<file path="src/rtl/tmr_uart_pkg.sv">
package tmr_uart_pkg;
  localparam int DATA_W = 8;
  localparam int OSR    = 16;
  localparam int CNT_W  = $clog2(OSR);
  localparam int FRAME  = DATA_W + 2;
  localparam int IDX_W  = $clog2(FRAME);
  localparam int MID    = OSR / 2 - 1;
  typedef enum logic {ST_IDLE, ST_BUSY} st_e;
endpackage

</file>
<file path="src/rtl/tmr_uart_tick.sv">
module tmr_uart_tick #(
  parameter int NSRC = 4,
  localparam int SW = $clog2(NSRC)
) (
  input  logic            clk_i,
  input  logic            rst_ni,
  input  logic [NSRC-1:0] ovf_i,
  input  logic [SW-1:0]   sel_i,
  input  logic            dbl_i,
  output logic            tick_o
);
  logic pick, half_q;
  assign pick   = ovf_i[sel_i];
  assign tick_o = pick && (dbl_i || half_q);

  always_ff @(posedge clk_i or negedge rst_ni)
    if (!rst_ni)               half_q <= 1'b0;
    else if (pick && !dbl_i)   half_q <= ~half_q;


  half_rate_chk: assert property (@(posedge clk_i) disable iff (!rst_ni)
    (tick_o && !dbl_i) |=> (!tick_o || dbl_i));
endmodule

</file>
<file path="src/rtl/tmr_uart_tx.sv">
module tmr_uart_tx
  import tmr_uart_pkg::*;
(
  input  logic              clk_i,
  input  logic              rst_ni,
  input  logic              tick_i,
  input  logic              wr_i,
  input  logic [DATA_W-1:0] data_i,
  output logic              tx_o,
  output logic              done_set_o
);
  st_e              st_q;
  logic [FRAME-1:0] sh_q;
  logic [IDX_W-1:0] idx_q;
  logic [CNT_W-1:0] sub_q;
  logic             bit_end;

  assign bit_end    = (st_q == ST_BUSY) && tick_i && (sub_q == CNT_W'(OSR - 1));
  assign done_set_o = bit_end && (idx_q == IDX_W'(DATA_W));
  assign tx_o       = (st_q == ST_BUSY) ? sh_q[0] : 1'b1;

  always_ff @(posedge clk_i or negedge rst_ni) begin
    if (!rst_ni) begin
      st_q  <= ST_IDLE;
      sh_q  <= '1;
      idx_q <= '0;
      sub_q <= '0;
    end else if (st_q == ST_IDLE) begin
      if (wr_i) begin
        st_q  <= ST_BUSY;
        sh_q  <= {1'b1, data_i, 1'b0};
        idx_q <= '0;
        sub_q <= '0;
      end
    end else if (tick_i) begin
      if (bit_end) begin
        sub_q <= '0;
        sh_q  <= {1'b1, sh_q[FRAME-1:1]};
        if (idx_q == IDX_W'(FRAME - 1)) st_q  <= ST_IDLE;
        else                            idx_q <= idx_q + 1'b1;
      end else begin
        sub_q <= sub_q + 1'b1;
      end
    end
  end


  start_low_chk: assert property (@(posedge clk_i) disable iff (!rst_ni)
    (wr_i && st_q == ST_IDLE) |=> !tx_o);

  stop_edge_chk: assert property (@(posedge clk_i) disable iff (!rst_ni)
    done_set_o |=> tx_o);
endmodule

</file>
<file path="src/rtl/tmr_uart_rx.sv">
module tmr_uart_rx
  import tmr_uart_pkg::*;
(
  input  logic              clk_i,
  input  logic              rst_ni,
  input  logic              tick_i,
  input  logic              rx_i,
  input  logic              en_i,
  input  logic              strict_i,
  input  logic              flag_i,
  output logic              commit_o,
  output logic [DATA_W-1:0] data_o,
  output logic              stop_o
);
  st_e               st_q;
  logic [2:0]        sync_q;
  logic [CNT_W-1:0]  cnt_q;
  logic [IDX_W-1:0]  idx_q;
  logic [1:0]        votes_q;
  logic [DATA_W-1:0] sh_q;
  logic line, fall, busy_tick, capture, eval, vote;

  assign line      = sync_q[1];
  assign fall      = sync_q[2] && !sync_q[1];
  assign busy_tick = (st_q == ST_BUSY) && tick_i;
  assign capture   = busy_tick && (cnt_q >= CNT_W'(MID - 1)) && (cnt_q <= CNT_W'(MID + 1));
  assign eval      = busy_tick && (cnt_q == CNT_W'(MID + 1));
  assign vote      = (votes_q[1] & votes_q[0]) | (votes_q[1] & line) | (votes_q[0] & line);
  assign commit_o  = eval && (idx_q == IDX_W'(FRAME - 1)) && !flag_i && (!strict_i || vote);
  assign data_o    = sh_q;
  assign stop_o    = vote;

  always_ff @(posedge clk_i or negedge rst_ni) begin
    if (!rst_ni) begin
      sync_q  <= '1;
      st_q    <= ST_IDLE;
      cnt_q   <= '0;
      idx_q   <= '0;
      votes_q <= '0;
      sh_q    <= '0;
    end else begin
      sync_q <= {sync_q[1:0], rx_i};
      if (st_q == ST_IDLE) begin
        if (en_i && fall) begin
          st_q  <= ST_BUSY;
          cnt_q <= '0;
          idx_q <= '0;
        end
      end else if (tick_i) begin
        cnt_q <= cnt_q + 1'b1;
        if (cnt_q == CNT_W'(OSR - 1)) idx_q <= idx_q + 1'b1;
        if (capture) votes_q <= {votes_q[0], line};
        if (eval) begin
          if (idx_q == '0) begin
            if (vote) st_q <= ST_IDLE;    // false start
          end else if (idx_q == IDX_W'(FRAME - 1)) begin
            st_q <= ST_IDLE;              // free to catch the next edge
          end else begin
            sh_q <= {vote, sh_q[DATA_W-1:1]};
          end
        end
      end
    end
  end


  idle_hold_chk: assert property (@(posedge clk_i) disable iff (!rst_ni)
    (st_q == ST_IDLE && !en_i) |=> st_q == ST_IDLE);
endmodule

</file>
<file path="src/rtl/tmr_uart.sv">
module tmr_uart
  import tmr_uart_pkg::*;
#(
  parameter int NSRC = 4,
  localparam int SW = $clog2(NSRC)
) (
  input  logic              clk_i,
  input  logic              rst_ni,
  input  logic [NSRC-1:0]   ovf_i,
  input  logic [SW-1:0]     tx_sel_i,
  input  logic [SW-1:0]     rx_sel_i,
  input  logic              speed_dbl_i,
  input  logic              rx_en_i,
  input  logic              strict_stop_i,
  input  logic              int_en_i,
  input  logic              tx_wr_i,
  input  logic [DATA_W-1:0] tx_data_i,
  input  logic              tx_clr_i,
  input  logic              rx_clr_i,
  input  logic              rx_i,
  output logic              tx_o,
  output logic [DATA_W-1:0] rx_data_o,
  output logic              rx_stop_o,
  output logic              tx_done_o,
  output logic              rx_done_o,
  output logic              irq_o
);
  logic tx_tick, rx_tick, tx_set, rx_commit, rx_stop_bit;
  logic [DATA_W-1:0] rx_byte;
  logic tx_done_q, rx_done_q, rx_stop_q;
  logic [DATA_W-1:0] rx_buf_q;

  tmr_uart_tick #(.NSRC(NSRC)) u_tx_tick (
    .clk_i, .rst_ni, .ovf_i, .sel_i(tx_sel_i), .dbl_i(speed_dbl_i), .tick_o(tx_tick));
  tmr_uart_tick #(.NSRC(NSRC)) u_rx_tick (
    .clk_i, .rst_ni, .ovf_i, .sel_i(rx_sel_i), .dbl_i(speed_dbl_i), .tick_o(rx_tick));

  tmr_uart_tx u_tx (
    .clk_i, .rst_ni, .tick_i(tx_tick), .wr_i(tx_wr_i), .data_i(tx_data_i),
    .tx_o, .done_set_o(tx_set));

  tmr_uart_rx u_rx (
    .clk_i, .rst_ni, .tick_i(rx_tick), .rx_i, .en_i(rx_en_i), .strict_i(strict_stop_i),
    .flag_i(rx_done_q), .commit_o(rx_commit), .data_o(rx_byte), .stop_o(rx_stop_bit));

  always_ff @(posedge clk_i or negedge rst_ni) begin
    if (!rst_ni) begin
      tx_done_q <= 1'b0;
      rx_done_q <= 1'b0;
      rx_stop_q <= 1'b0;
      rx_buf_q  <= '0;
    end else begin
      if (tx_set)        tx_done_q <= 1'b1;
      else if (tx_clr_i) tx_done_q <= 1'b0;
      if (rx_commit) begin
        rx_done_q <= 1'b1;
        rx_buf_q  <= rx_byte;
        rx_stop_q <= rx_stop_bit;
      end else if (rx_clr_i) begin
        rx_done_q <= 1'b0;
      end
    end
  end

  assign tx_done_o = tx_done_q;
  assign rx_done_o = rx_done_q;
  assign rx_data_o = rx_buf_q;
  assign rx_stop_o = rx_stop_q;
  assign irq_o     = int_en_i && (tx_done_q || rx_done_q);


  tx_set_wins_chk: assert property (@(posedge clk_i) disable iff (!rst_ni)
    tx_set |=> tx_done_o);

  rx_set_wins_chk: assert property (@(posedge clk_i) disable iff (!rst_ni)
    rx_commit |=> rx_done_o);

  rx_hold_chk: assert property (@(posedge clk_i) disable iff (!rst_ni)
    (rx_done_o && !rx_clr_i) |=> ($stable(rx_data_o) && $stable(rx_stop_o)));

  strict_stop_chk: assert property (@(posedge clk_i) disable iff (!rst_ni)
    (rx_commit && strict_stop_i) |=> rx_stop_o);
endmodule

</file>
<file path="config.mk">
export PLATFORM = sky130hd
export DESIGN_NAME = tmr_uart
export DESIGN_NICKNAME = d
export VERILOG_FILES = /design/src/rtl/tmr_uart_pkg.sv /design/src/rtl/tmr_uart_tick.sv /design/src/rtl/tmr_uart_tx.sv /design/src/rtl/tmr_uart_rx.sv /design/src/rtl/tmr_uart.sv
export SDC_FILE = /design/constraint.sdc
export NUM_CORES = 1
export LEC_CHECK = 0
export BUFFER_PORTS_ARGS = -buffer_cell sky130_fd_sc_hd__buf_4
export CORE_ASPECT_RATIO = 0.5
export CORE_MARGIN = 1
export CORE_UTILIZATION = 56
export CTS_BUF_LIST = sky130_fd_sc_hd__clkbuf_8 sky130_fd_sc_hd__clkbuf_16
export DETAILED_ROUTE_END_ITERATION = 10
export HOLD_SLACK_MARGIN = 0.1
export PLACE_DENSITY = 0.79
export RECOVER_POWER = 25
export SYNTH_ARGS = -nofsm -noshare
export SYNTH_HDL_FRONTEND = slang
export SYNTH_HIERARCHICAL = 1
export SYNTH_SLANG_ARGS = --single-unit
</file>
<file path="constraint.sdc">
create_clock -name clk_i -period 2.3 [get_ports clk_i]
set_input_delay 0.575 -clock clk_i [delete_from_list [all_inputs] [get_ports clk_i]]
set_output_delay 0.575 -clock clk_i [all_outputs]
set_load 0.005 [all_outputs]
</file>
==> results of run 1 <==
==> power groups by stage <==
stage | sequential, mW | clock (mW) | combinational [mW]
3_5_place_dp | 1.40 | 0 | 0.652
6_report | 1.38 | 0.541 | 0.655
4_1_cts | 1.38 | 0.558 | 0.661
2_1_floorplan | 1.34 | 0 | 0.474
5_1_grt | 1.41 | 0.593 | 0.746
3_3_place_gp | 1.37 | 0 | 0.612
==> metal layers <==
| metal | up-vias | track usage [%] | share of wire [%] |
|---|---|---|---|
| li1 | 881 | - | - |
| met5 | - | 0 | 0 |
| met4 | 0 | 8.706 | 1.3 |
| met2 | 33 | 36.01 | 49 |
| met1 | 897 | 25.30 | 46 |
| met3 | 8 | 5.710 | 3.6 |
==> cells in the mapped netlist (2+ instances only) <==
cell and n:
sky130_fd_sc_hd__buf_2 2, sky130_fd_sc_hd__a2111oi_2 2, sky130_fd_sc_hd__nand2_1 10, sky130_fd_sc_hd__mux2i_1 10
sky130_fd_sc_hd__mux2_4 9, sky130_fd_sc_hd__nor3_1 5, sky130_fd_sc_hd__dfrtp_1 41, sky130_fd_sc_hd__nor2_1 16
sky130_fd_sc_hd__buf_6 3, sky130_fd_sc_hd__o21ai_0 10, sky130_fd_sc_hd__nand2b_1 3, sky130_fd_sc_hd__a21oi_1 10
sky130_fd_sc_hd__nand3_2 2, sky130_fd_sc_hd__ha_1 9, sky130_fd_sc_hd__mux2_2 10, sky130_fd_sc_hd__o21a_1 3
sky130_fd_sc_hd__xnor2_1 4, sky130_fd_sc_hd__mux4_2 2, sky130_fd_sc_hd__dfstp_2 12, sky130_fd_sc_hd__inv_1 13
sky130_fd_sc_hd__a32o_1 2, sky130_fd_sc_hd__a21o_1 2, sky130_fd_sc_hd__nand3_1 13, sky130_fd_sc_hd__a21oi_2 2
==> worst max-delay path: stages <==
cell                        delay (ps)
sky130_fd_sc_hd__buf_4             110
sky130_fd_sc_hd__mux4_2            340
sky130_fd_sc_hd__o21a_4            130
sky130_fd_sc_hd__nand3_2            70
sky130_fd_sc_hd__or4_4             450
sky130_fd_sc_hd__a2111oi_4         250
sky130_fd_sc_hd__buf_12            190
sky130_fd_sc_hd__mux2_4            300
==> cells in the final DEF, fill, tap and decap left out, types with 4 or more instances in the layout <==
cell                       instances
sky130_fd_sc_hd__nor2_1           16
sky130_fd_sc_hd__inv_1            13
sky130_fd_sc_hd__ha_1              9
sky130_fd_sc_hd__nor3_1            5
sky130_fd_sc_hd__o21ai_0          10
sky130_fd_sc_hd__buf_4            42
sky130_fd_sc_hd__nand3_1          13
sky130_fd_sc_hd__dfrtp_1          41
sky130_fd_sc_hd__xnor2_1           4
sky130_fd_sc_hd__clkbuf_8          5
sky130_fd_sc_hd__nand2_1          10
sky130_fd_sc_hd__mux2i_1          10
sky130_fd_sc_hd__mux2_2           10
sky130_fd_sc_hd__a21oi_1          10
sky130_fd_sc_hd__mux2_4            9
sky130_fd_sc_hd__dfstp_2          11
==> cells by family (layout without fill, tap and decap cells) <==
logic type      count (synthesis)  in the layout  synth area share (%)
buf+inv                        18             66                 3.522
mux                            31             31                 14.95
simple gates                   62             62                 13.09
flops                          53             53                 51.02
fa+ha+maj                      10             10                 4.665
xor+xnor                        5              5                 1.666
compound gates                 41             41                 11.09
==> through the flow <==
step                util [%]  setup TNS [ps]  std cells  power, mW  hold slack, ps
global route           70.14               0        325      2.746           352.8
detailed placement     68.08           -2464        317      2.048           348.9
finish                 70.14               0        325      2.577           366.9
floorplan                  -           -1070        220      1.815           279.4
global placement       68.08           -2333        317      1.987           346.3
CTS                    70.19               0        325      2.599           294.1
==> how the worst max path moves through the flow <==
stage | slack (ps) | to | cells past startpoint | startpoint
3_5_place_dp | -270 | rx_data_o[1] | 8 | rx_sel_i[0]
5_1_grt | 2 | rx_data_o[1] | 8 | rx_sel_i[0]
4_1_cts | 60 | rx_data_o[1] | 8 | rx_sel_i[0]
6_report | 70 | rx_data_o[1] | 8 | rx_sel_i[0]
2_1_floorplan | -120 | rx_data_o[0] | 7 | rx_sel_i[0]
3_3_place_gp | -250 | rx_data_o[2] | 8 | rx_sel_i[0]
==> final cells by class <==
class | instances | area (µm²)
fillers | 320 | 1328
inverters | 13 | 48.80
clock buffers | 5 | 68.82
flip-flops and latches | 53 | 1341
repair buffers | 45 | 347.8
clock inverters | 3 | 25.02
multi-input cells | 149 | 1215
well taps | 57 | 71.32
==> state kept, by name, indices dropped and copies added, names as in the netlist <==
| signal | cells |
|---|---|
| u_tx/st_q | 1 |
| u_rx/cnt_q | 4 |
| u_rx/st_q | 1 |
| tx_done_o | 1 |
| u_rx/sync_q | 3 |
| u_rx/votes_q | 2 |
| u_tx/idx_q | 4 |
| u_rx/idx_q | 4 |
| rx_stop_o | 1 |
| u_rx_tick/half_q | 1 |
| u_tx/sub_q | 4 |
| u_tx/sh_q | 9 |
| u_tx_tick/half_q | 1 |
| rx_data_o | 8 |
| u_rx/data_o | 8 |
| rx_done_o | 1 |
==> impl_summary.md, run 1 <==
CTS
Clock-pin slew was measured on the worst setup and hold paths at 90 ps. The clock tree from TritonCTS is yes. The hold buffer count at CTS is 0.

The longest clock path from root to sink contains 2 buffers. The clock sink count is 53. The number of buffers created by CTS is 5. In this run the clock root is driven by a sky130_fd_sc_hd__clkbuf_8. The worst-skew pair later-pin latency is 310 ps.

The number of buffers added for setup after CTS is 0. Gates resized during post-CTS repair numbered 0. The H-tree generated during clock tree synthesis spans 2 levels.

Setup path
The startpoint class of the critical path is a primary input. Data on the critical path is required at its endpoint by 2500 ps. The capturing element type of the critical path is a flop. The worst setup path is of the primary input to flop kind. The beginning of the worst register-to-register path is u_rx/sync_q[1]. The endpoint arrival time on the critical path is 2430 ps.

The path depth of the worst reg2reg path is 5. The endpoint of the worst-slack reg-to-reg timing path is rx_data_o[1]. The worst register-to-register path has a setup slack of 320 ps.

The top fanout value on the critical path is 10.

Route
The number of nets still failing antenna checks after routing is 0. The final wirelength is 4657 µm. The number of iterations in the first detailed-routing pass is 4. In the routed layout, each cell is associated on average with a via count of 5.597. The iteration-0 DRC count of the detailed router is 62. The routed length per instance is 14.33 µm. The number of remaining DRC errors is 0.

The count of vias placed by the detailed router is 1819.

Synthesis
Summing every instance area after synthesis gives 2629 µm². After synthesis, the largest area contributor takes up 39.03% of total cell area. The share of flip-flops with an asynchronous set or reset after synthesis is 100.0%. The average size of a mapped cell is 11.95 µm². Yosys attributes the largest share of cell area to sky130_fd_sc_hd__dfrtp_1, sky130_fd_sc_hd__dfstp_2, sky130_fd_sc_hd__mux2_4. The number of different library cells in the post-synthesis netlist is 49.

The cell count after synthesis came out at 220. During synthesis, Yosys emitted a total of 6 warnings. The count of flip-flops with a built-in enable after synthesis is 0.

The sequential-to-total area share from yosys stat is 51.02%. The synthesized design contains 53 register bits. The synthesized net count is 255. The synthesized design spends more area on one cell type than any other, namely sky130_fd_sc_hd__dfrtp_1. For this run, the leading register cell type out of synthesis is sky130_fd_sc_hd__dfrtp_1.

Run status
The run finished with clean final reports.

STA
The share of the clock period used by the worst path after layout is 97.15%. The number of hold violations in the final report came to 0. The number of setup violations in the final report is 0. The number of max-slew violations in the final report is 0. For this run, the top clock speed supported by timing is 447.5 MHz. The worst-margin pin slew is 1258 ps. Setup repair after global routing left no endpoint under its margin. The worst path setup slack after routing is 65.48 ps. Headroom to the max-slew limit came out at 16.16%.

On the final layout, the worst clock skew is 7.216 ps. For the finished layout, the period the worst path requires is 2235 ps.

Global route
After global routing the overflow that remains totals 0. The maximum number of pins on one net before global-route repair is 54. The all-layer global routing usage is 20.92%. The via count of the first global-routing pass was 1789. The initial antenna violation count is 0. The first-pass GRT wire length is 7948 µm.

Power and ir drop
Summed over all nets, the switching power comes to 0.8562 mW. Net switching is 33.22% of the power. The worst IR drop on VDD is 0.6011 mV. The clock network fraction of design power is 21.0%. Dividing total power by cell area gives a power density of 826.6 nW/µm². Cell internal power was estimated by the tool at 1.721 mW. In this run the static leakage power is 1.500 nW. Sequential cells burn 53.6% of the power. The combinational share of power is 25.4%.

Hold path
The worst hold path begins at u_rx/sync_q[0]. The path class of the tightest hold or removal check is flop to flop. Counting instances, the worst hold path has a depth of 0. For hold timing, the worst endpoint is u_rx/sync_q[1].

Layout
The final standard cell area without fillers is 3118 µm². The post-layout net count is 302. The ratio of cells with drive above 1 in the final layout is 37.69%. The number of antenna diodes is 0. Relative to the synthesized area, the layout overhead comes to 18.61%.

Die
The standard-cell row count is 17. Once the floorplan was initialized, standard cells occupied 59.13% of the core. The die outline width is 98.90 µm. The core region area is 4446 µm². The top-level I/O count is 39. The area enclosed by the die boundary is 4989 µm². The floorplan die height is 50.45 µm.

Placed design
The setup slack after placement is -266.9 ps. The routability congestion estimate from global placement is 0.7923. The number of port buffers is 38.

The placed instances occupy a cell area of 3027 µm². The wire-length estimate of the detail-placed layout is 3429 µm.

Flow run
Across the run, the number of max-cap violations was 0.
Power figures use the tool's default switching activity.
==> run 2: changes to the inputs <==
CAP_MARGIN = 40   (was unset)
REMOVE_ABC_BUFFERS = 1   (was unset)
==> impl_summary.md, run 2 (same netlist as run 1, synthesis figures left out) <==
CTS
The clock sink count is 53. The clock edge transition at the registers on the reported setup and hold paths is 90 ps. TritonCTS built the clock tree. The cell at the root of the clock tree is sky130_fd_sc_hd__clkbuf_8. The hold buffer count at CTS is 0. Clock tree synthesis inserted a total of 5 buffers.

At the later pin of the worst-skew pair, clock insertion delay measures 310 ps. The CTS H-tree depth is 2. Counting along the longest clock path gives a buffer depth of 2.

STA
The number of hold violations in the final report is 0. Setup repair after global routing could not meet its margin everywhere. Adding up every negative setup slack in the final design gives -2.522 ps. The setup skew after layout is 5.251 ps.

The worst max-slew margin expressed relative to the limit is 14.53%. Setup violations remaining at the end of the flow were counted as 3. For the pin with the worst max-slew slack, the measured transition is 1282 ps.

Static timing analysis puts the maximum clock frequency at 434.5 MHz. The share of the clock period used by the worst path after layout is 100.1%. After layout, the worst setup slack is -1.262 ps.

The worst slack on hold paths is 368.3 ps. The number of max-slew violations in the final report is 0. The shortest clock period the worst path allows after layout is 2301 ps.

Route
The final wirelength is 4724 µm. The average vias per placed instance is 5.565. The routed length per instance is 14.27 µm. The highest metal layer used by the detailed router is met4.

Summing over every cut layer, the via total after detailed routing is 1842. After detailed routing, the number of remaining DRC violations is 0. The number of iterations in the first detailed-routing pass is 4. The iteration-0 DRC count of the detailed router is 38. The number of nets still failing antenna checks after routing is 0.

The met3 wirelength from detailed routing is 145 µm. The detailed-routing wirelength on met1 is 2134 µm. The routed wire length on met2 is 2361 µm.

Setup path
The largest stage delay on the critical path is 440 ps. The critical path is of the primary input to flop type. The critical path goes through buf_6 -> mux4_2 -> o21a_1 -> nand3_2 -> or4_4 -> a2111oi_4 -> buf_4 -> mux2_4. Broken down by cell family, the worst path's largest delay share belongs to multiplexers. The capturing element type of the critical path is a flop. The critical path contains buffers and inverters numbering 2 combined. Data on the critical path is required at its endpoint by 2500 ps. The cell type of the slowest stage on the worst timing path is sky130_fd_sc_hd__or4_4.

STA classifies the critical path startpoint as a primary input. The top fanout value on the critical path is 5. STA puts the critical path data arrival time at 2500 ps.

Die
From bottom edge to top edge, the die measures 50.45 µm. The top-level I/O count is 39. The die is 98.90 µm wide. The standard-cell row count is 17.

In this run the standard cell core region covers 4446 µm². The die covers 4989 µm². For this configuration, the core starts out at a cell density of 59.13%.

Layout
Leaving out fill and tap cells, the most frequent cell in the layout is sky130_fd_sc_hd__buf_4. The net count of the finished layout is 308. The top register by number of flip-flops is u_tx/sh_q.

Leaving out fill and tap cells, the most frequent cells in the layout are sky130_fd_sc_hd__buf_4, sky130_fd_sc_hd__dfrtp_1, sky130_fd_sc_hd__nor2_1. The ratio of cells with drive above 1 in the final layout is 38.32%. The flip-flop count of the largest register after layout is 9.

The number of antenna diodes is 0. The final standard cell area without fillers is 3144 µm². Relative to the synthesized area, the layout overhead comes to 19.61%.

Global route
The via count of the first global-routing pass was 1838. The first global-routing pass estimated 8155 µm of wire. The maximum number of pins on one net before global-route repair is 54. The all-layer global routing usage is 21.48%. The initial antenna violation count is 0. Summed over all layers, the global routing overflow is 0.

Run status
The flow ran to the end, but the final reports show violations. The final reports fail on setup timing.

Flow run
Max-cap violations in this run came to 0.

Hold path
The path class of the tightest hold or removal check is primary input to flop.

Power and ir drop
The worst IR drop on VDD is 0.4840 mV. The power density of the placed cells is 808.4 nW/µm². The reported leakage power is 1.523 nW.

Placed design
The routability congestion estimate from global placement is 0.7974. The HPWL after detailed placement is 3377 µm. The number of port buffers is 38. After detailed placement, the total cell area comes to 3009 µm². Timing analysis after detailed placement gives a worst setup slack of -490.2 ps.
-- run 2: changes by cell type in the layout (fill, tap and decap cells not counted) --
cell and delta:
sky130_fd_sc_hd__inv_6 -1, sky130_fd_sc_hd__buf_6 +2, sky130_fd_sc_hd__inv_1 +1, sky130_fd_sc_hd__clkinv_4 -1, sky130_fd_sc_hd__buf_12 -1, sky130_fd_sc_hd__o21a_1 +1, sky130_fd_sc_hd__clkinvlp_4 +1, sky130_fd_sc_hd__o21a_4 -1
sky130_fd_sc_hd__buf_4 +5
-- run 2: worst paths after layout --
check	startpoint	to	slack [ps]	depth (start not counted)
max	rx_sel_i[0]	rx_data_o[1]	-1	8
min	rx_i	u_rx/sync_q[0]	370	1
max reg2reg	u_rx/sync_q[1]	rx_data_o[1]	270	5
min reg2reg	u_rx/sync_q[0]	u_rx/sync_q[1]	370	0
max in group asynchronous	rst_ni	u_tx/st_q	990	1
min in group asynchronous	rst_ni	rx_data_o[3]	530	1
-- run 2: area by class of cell --
type	instances	area, µm²
tap	57	71.32
sequential	53	1341
timing repair buffer	51	387.9
clock buffer	5	68.82
inverter	13	48.80
multi-input combinational	149	1207
clock inverter	3	18.77
fill	324	1301
-- run 2: metrics by stage --
step           utilization, %  std cells  power [mW]
3_3_place_gp            67.69        319       1.980
5_1_grt                 70.73        331       2.714
3_5_place_dp            67.69        319       2.030
4_1_cts                 70.62        330       2.563
2_1_floorplan               -        215       1.803
6_report                70.73        331       2.542
-- run 2: layer usage --
metal | global-route usage, % | vias up
met5 | 0 | -
met1 | 25.92 | 911
met2 | 38.46 | 34
li1 | - | 891
met4 | 8.458 | 0
met3 | 4.457 | 6
-- run 2: timing repair --
action | 4_1_cts | 5_1_grt
pin swaps | 1 | 0
gates cloned | 1 | 0
setup endpoints to repair | 9 | 9
buffers inserted | 2 | 1
gates resized for setup | 6 | 0
-- run 2: report_power, final --
part           total, mW  internal (mW)  switching (mW)
combinational      0.655          0.323           0.332
clock              0.518          0.211           0.307
sequential          1.37           1.18           0.190
total               2.54           1.71           0.829
